--- src/rtl/evq_pkg.sv ---
package evq_pkg;
  typedef enum logic [1:0] {
    ST_IDLE = 2'd0,
    ST_REQ  = 2'd1,
    ST_RSP  = 2'd2
  } evq_state_e;
endpackage

--- src/rtl/evq_rst_sync.sv ---
module evq_rst_sync (
  input  logic clk,
  input  logic rst_n,
  output logic rst_sync_n
);
  logic [1:0] sync_q;

  always_ff @(posedge clk or negedge rst_n) begin
    if (!rst_n) sync_q <= 2'b00;
    else        sync_q <= {sync_q[0], 1'b1};
  end

  assign rst_sync_n = sync_q[1];
endmodule

--- src/rtl/evq_ptr.sv ---
module evq_ptr #(
  parameter int LOG2SIZE = 3
) (
  input  logic                clk,
  input  logic                rst_n,
  input  logic                adv,
  input  logic [LOG2SIZE:0]   cons_idx,
  output logic [LOG2SIZE:0]   prod_idx,
  output logic                q_empty,
  output logic                q_full
);
  localparam int PW = LOG2SIZE + 1;

  logic [PW-1:0] prod_q, prod_d;

  // wrap bit sits above the index field, so a plain increment toggles it
  always_comb begin
    prod_d = prod_q;
    if (adv) prod_d = prod_q + PW'(1);
  end

  always_ff @(posedge clk or negedge rst_n) begin
    if (!rst_n)   prod_q <= '0;
    else if (adv) prod_q <= prod_d;
  end

  assign q_empty  = (prod_q == cons_idx);
  assign q_full   = (prod_q[LOG2SIZE-1:0] == cons_idx[LOG2SIZE-1:0]) &&
                    (prod_q[LOG2SIZE] != cons_idx[LOG2SIZE]);
  assign prod_idx = prod_q;
endmodule

--- src/rtl/evq_addr_gen.sv ---
module evq_addr_gen #(
  parameter int ADDR_W     = 32,
  parameter int LOG2SIZE   = 3,
  parameter int ENTRY_LOG2 = 5
) (
  input  logic [ADDR_W-1:0]   base,
  input  logic [LOG2SIZE-1:0] slot,
  output logic [ADDR_W-1:0]   addr
);
  localparam int PAD = ADDR_W - LOG2SIZE;

  logic [ADDR_W-1:0] offset;

  generate
    if (ENTRY_LOG2 == 0) begin : g_byte_slots
      assign offset = {{PAD{1'b0}}, slot};
    end else begin : g_wide_slots
      assign offset = {{PAD{1'b0}}, slot} << ENTRY_LOG2;
    end
  endgenerate

  assign addr = base + offset;
endmodule

--- src/rtl/evq_ctrl.sv ---
module evq_ctrl
  import evq_pkg::*;
(
  input  logic clk,
  input  logic rst_n,
  input  logic evt_valid,
  input  logic q_enable,
  input  logic q_full,
  input  logic q_empty,
  input  logic req_ready,
  input  logic rsp_valid,
  input  logic rsp_err,
  output logic evt_ready,
  output logic capture,
  output logic req_valid,
  output logic adv,
  output logic irq_pulse,
  output logic err_pulse
);
  evq_state_e st_q, st_d;
  logic       irq_q, irq_d;
  logic       err_q, err_d;
  logic       in_idle, in_req, in_rsp;

  assign in_idle = (st_q == ST_IDLE);
  assign in_req  = (st_q == ST_REQ);
  assign in_rsp  = (st_q == ST_RSP);

  always_comb begin
    st_d    = st_q;
    capture = in_idle && evt_valid && q_enable && !q_full;
    adv     = in_rsp && rsp_valid && !rsp_err;
    irq_d   = adv && q_empty;
    err_d   = in_rsp && rsp_valid && rsp_err;
    unique case (st_q)
      ST_IDLE: if (capture)   st_d = ST_REQ;
      ST_REQ:  if (req_ready) st_d = ST_RSP;
      ST_RSP:  if (rsp_valid) st_d = ST_IDLE;
      default:                st_d = ST_IDLE;
    endcase
  end

  always_ff @(posedge clk or negedge rst_n) begin
    if (!rst_n) begin
      st_q  <= ST_IDLE;
      irq_q <= 1'b0;
      err_q <= 1'b0;
    end else begin
      st_q  <= st_d;
      irq_q <= irq_d;
      err_q <= err_d;
    end
  end

  assign evt_ready = in_idle;
  assign req_valid = in_req;
  assign irq_pulse = irq_q;
  assign err_pulse = err_q;
endmodule

--- src/rtl/evq_producer.sv ---
module evq_producer #(
  parameter int ADDR_W     = 32,
  parameter int REC_W      = 64,
  parameter int LOG2SIZE   = 3,
  parameter int ENTRY_LOG2 = 5
) (
  input  logic                clk,
  input  logic                rst_n,
  input  logic                cfg_enable,
  input  logic [ADDR_W-1:0]   cfg_base,
  input  logic [LOG2SIZE:0]   cons_idx,
  input  logic                evt_valid,
  output logic                evt_ready,
  input  logic [REC_W-1:0]    evt_data,
  output logic                wr_req_valid,
  input  logic                wr_req_ready,
  output logic [ADDR_W-1:0]   wr_req_addr,
  output logic [REC_W-1:0]    wr_req_data,
  input  logic                wr_rsp_valid,
  input  logic                wr_rsp_err,
  output logic [LOG2SIZE:0]   prod_idx,
  output logic                irq_pulse,
  output logic                wr_err_pulse
);
  logic              rst_int_n;
  logic              capture, adv, q_empty, q_full;
  logic [ADDR_W-1:0] slot_addr;
  logic [ADDR_W-1:0] addr_q, addr_d;
  logic [REC_W-1:0]  data_q, data_d;

  evq_rst_sync u_rst (
    .clk        (clk),
    .rst_n      (rst_n),
    .rst_sync_n (rst_int_n)
  );

  evq_ptr #(.LOG2SIZE(LOG2SIZE)) u_ptr (
    .clk      (clk),
    .rst_n    (rst_int_n),
    .adv      (adv),
    .cons_idx (cons_idx),
    .prod_idx (prod_idx),
    .q_empty  (q_empty),
    .q_full   (q_full)
  );

  evq_addr_gen #(
    .ADDR_W     (ADDR_W),
    .LOG2SIZE   (LOG2SIZE),
    .ENTRY_LOG2 (ENTRY_LOG2)
  ) u_addr (
    .base (cfg_base),
    .slot (prod_idx[LOG2SIZE-1:0]),
    .addr (slot_addr)
  );

  evq_ctrl u_ctrl (
    .clk       (clk),
    .rst_n     (rst_int_n),
    .evt_valid (evt_valid),
    .q_enable  (cfg_enable),
    .q_full    (q_full),
    .q_empty   (q_empty),
    .req_ready (wr_req_ready),
    .rsp_valid (wr_rsp_valid),
    .rsp_err   (wr_rsp_err),
    .evt_ready (evt_ready),
    .capture   (capture),
    .req_valid (wr_req_valid),
    .adv       (adv),
    .irq_pulse (irq_pulse),
    .err_pulse (wr_err_pulse)
  );

  always_comb begin
    addr_d = addr_q;
    data_d = data_q;
    if (capture) begin
      addr_d = slot_addr;
      data_d = evt_data;
    end
  end

  always_ff @(posedge clk or negedge rst_int_n) begin
    if (!rst_int_n) begin
      addr_q <= '0;
      data_q <= '0;
    end else if (capture) begin
      addr_q <= addr_d;
      data_q <= data_d;
    end
  end

  assign wr_req_addr = addr_q;
  assign wr_req_data = data_q;
endmodule

--- config.mk ---
export PLATFORM = sky130hd
export DESIGN_NAME = evq_producer
export DESIGN_NICKNAME = d
export VERILOG_FILES = /design/src/rtl/evq_pkg.sv /design/src/rtl/evq_rst_sync.sv /design/src/rtl/evq_ptr.sv /design/src/rtl/evq_addr_gen.sv /design/src/rtl/evq_ctrl.sv /design/src/rtl/evq_producer.sv
export SDC_FILE = /design/constraint.sdc
export NUM_CORES = 1
export LEC_CHECK = 0
export ABC_AREA = 1
export BUFFER_PORTS_ARGS = -buffer_cell sky130_fd_sc_hd__clkbuf_2
export CORE_UTILIZATION = 47
export DETAILED_ROUTE_END_ITERATION = 10
export GPL_ROUTABILITY_DRIVEN = 0
export PLACE_DENSITY = 0.79
export SYNTH_ARGS = -nofsm -noshare
export SYNTH_HDL_FRONTEND = slang
export SYNTH_SLANG_ARGS = --single-unit
--- constraint.sdc ---
create_clock -name clk -period 5.7 [get_ports clk]
set_input_delay 0.285 -clock clk [delete_from_list [all_inputs] [get_ports clk]]
set_output_delay 0.285 -clock clk [all_outputs]
set_load 0.01 [all_outputs]
==> metrics.md <==
| Metric | Value |
|---|---|
| First-pass GRT wire length | `21200 um` |
| Critical path required time | `5.99 ns` |
| Placed cell area | `approximately 6000 sq um` |
| RR Endpoint | `wr_req_data[63]` |
| Die width | `between 100 and 150 um` |
| GRT overflow | `0` |
| CP peak stage delay | `0.71 ns` |
| WL per Instance | `13.25 um` |
| IO Pins | `between 200 and 250` |
| Crit Path Category | `reg2reg` |
| DRT Wirelength | `12800 um` |
| Final setup vio count | `0` |
| NumNets Final | `940` |
| CTS Buffer Depth | `2` |
| Syn Nets | `between 700 and 800` |
| Clock Pin Slew Worst Setup and Hold Paths | `0.10 ns` |
| CP max stage cell | `inv_2` |
| Seq cells post-synth | `approximately 110` |
| YS warnings | `0` |
| Min Tclk post-route | `around 3.0 ns` |
| # Max-Cap Violations | `0` |
| Fillers | `slightly below 900` |
| Skew-Pair Late Insertion Delay | `0.36 ns` |
| RSZ-0062 raised after global routing | `false` |
| Worst r2r src | `u_ptr.prod_idx[0]` |
| Distinct cell type count after synthesis | `26` |
| Commonest cells after routing, fill and taps aside | `nand2_1, clkbuf_2, dfrtp_1` |
| Number of synthesized flops with an enable pin | `0` |
| Largest net degree at the start of global routing | `roughly 110` |
| Post-synthesis sequential area ratio | `0.5437` |
| CTS tree | `done` |
| Setup ws final | `2.728 ns` |
| Initial antenna violation count | `0` |
| Status | `completed` |
| Share of the synthesized area in the top cell type | `0.5437` |
| Initial Util | `0.4923` |
| Static leakage | `~3.7 nW` |
| Finished Layout Cells | `roughly 970` |
| Hold Crit Class | `in2reg` |
| Rows | `36` |
| CP Launch Type | `flip-flop` |
| Crit path DAT | `around 3.3 ns` |
| Post-CTS setup buffer count | `0` |
| Fmax | `between 300 and 400 MHz` |
| Vias in the first global route | `4516` |
| Placed Instances | `between 900 and 1000` |
| WP buf/inv | `3` |
| Root buffer selected by CTS | `clkbuf_8` |
| # DRC | `0` |
| DR pass1 iterations | `5` |
| Number of port buffers | `210` |
| Worst Tran Pin Value | `around 1.1 ns` |
| Commonest non-fill, non-tap cell in the layout | `nand2_1` |
| Layout cells sized above 1 | `0.2833` |
| Crit path launch | `u_ptr.prod_idx[0]` |
| Gr usage total | `0.2452` |
| Most used cell, CP | `nand2_1` |
| Final number of hold-violating endpoints | `0` |
| HPWL Detailed | `9589 um` |
| Core Util, Final | `0.6283` |
| Design Area, Final | `around 6200 sq um` |
| Post-Route Skew | `between 0.01 and 0.015 ns` |
| N_diodes | `0` |
| Cell Area, Synth | `around 4900 sq um` |
| Cell count along the critical path | `9` |
| Critical-path maximum fanout | `roughly 110` |
| Pre-CTS setup slack | `2.727 ns` |
| CP Cell Sequence | `inv_2, nand2_1, nand2_1, nand4_1, nand2_4, inv_2, buf_4, nand2_1, nand2_1` |
| Area of the core | `between 9000 and 10000 sq um` |
| Clock sinks | `approximately 110` |
| Flop2flop setup slack | `between 2 and 3 ns` |
| Layout area overhead | `27.62%` |
| Max VDD drop | `around 0.00025 V` |
| Async SR Flop Fraction | `1.000` |
| Post-Synthesis Cells | `about 620` |
| Yosys top cell by area | `dfrtp_1` |
| Largest cells by area after synthesis | `dfrtp_1, nand2_1, nor2_1` |
| Fin crit share | `0.5213` |
| Crit end category | `flip-flop` |
| Total Die Area | `10790 sq um` |
| Critical path's top delay family | `buffers and inverters` |
| Via count | `between 4000 and 5000` |
| PwrDens | `just under 500 nW/um^2` |
| CTS Buf Count | `9` |
| Die H | `slightly above 100 um` |
| Critical path endpoint | `wr_req_data[63]` |
| Pins Over Slew Limit | `0` |
| Post-route ant nets | `0` |
| Syn avg cell area | `7.818 sq um` |
| Primary FF master, synth | `dfrtp_1` |
| Via density | `4.878` |
| Htree depth | `3` |
| Fin Setup TNS | `0 ns` |
| Max-slew headroom | `0.2821` |
| FF-to-FF path depth | `9` |
| Iteration-0 DRC Markers | `292` |
cell families (layout without fill, tap and decap cells):
group,count (synthesis),in the layout,synth area share
other cells,1,1,0.0007687
fa+ha+maj,5,5,0.01436
xor+xnor,15,15,0.02693
buf+inv,53,262,0.05206
simple gates,432,432,0.3488
flops,106,106,0.5437
compound gates,12,12,0.01333
per-layer routing:
metal / global-route usage / vias to the layer above / part of all wire
li1: - / 2301 / -
met1: 0.3157 / 2173 / 0.42
met2: 0.4157 / 213 / 0.49
met3: 0.03697 / 25 / 0.065
met4: 0.09898 / 0 / 0.023
met5: 0 / - / 0
through the flow:
stage / hold WS [ns] / power (W)
floorplan: -0.01059 / 0.001948
global placement: 0.07431 / 0.002453
detailed placement: 0.07615 / 0.002501
CTS: 0.08660 / 0.003030
global route: 0.09231 / 0.003219
finish: 0.1074 / 0.003002
what timing repair did:
action	CTS	global route
endpoints found under the hold margin	2	0
hold buffers	1	0
gates resized for setup	0	0
cell type report:
type,instances,area (sq um),area share
Timing Repair Buffer,213,1076,0.1728
Multi-Input combinational cell,465,1977,0.3175
Inverter,33,123.9,0.01990
Sequential cell,106,2656,0.4266
Tap cell,133,166.4,0.02673
Clock inverter,5,85.08,0.01367
Clock buffer,11,141.4,0.02271
cell usage after synthesis (4+ instances only):
master	number
o21ai_0	8
buf_4	7
ha_1	4
nand3b_1	7
dfrtp_1	106
nand3_1	16
inv_1	31
nand2_1	359
buf_2	11
nor2_1	38
nand4_1	4
xor2_1	12
power by group:
group,switching [W],internal [W]
sequential,0.000229,0.00111
clock,0.000255,0.000264
combinational,0.000683,0.000462
registers in the layout (all words and copies together) (netlist names):
signal            flops
wr_req_data          64
wr_req_addr          32
u_ptr.prod_idx        4
u_ctrl.st_q           2
u_rst.sync_q          2
u_ctrl.err_pulse      1
u_ctrl.irq_pulse      1
how the worst min path moves through the flow:
| stage | startpoint | endpoint | slack (ns) | cells after the start |
|---|---|---|---|---|
| 2_1_floorplan | rst_n | u_rst.sync_q[0] | -0.01 | 0 |
| 3_3_place_gp | rst_n | u_rst.sync_q[0] | 0.07 | 1 |
| 3_5_place_dp | rst_n | u_rst.sync_q[1] | 0.08 | 1 |
| 4_1_cts | wr_rsp_err | u_ctrl.irq_pulse | 0.09 | 2 |
| 5_1_grt | evt_data[10] | wr_req_data[10] | 0.09 | 3 |
| 6_report | wr_rsp_err | u_ctrl.irq_pulse | 0.11 | 2 |
(Power assumes the default switching activity.)
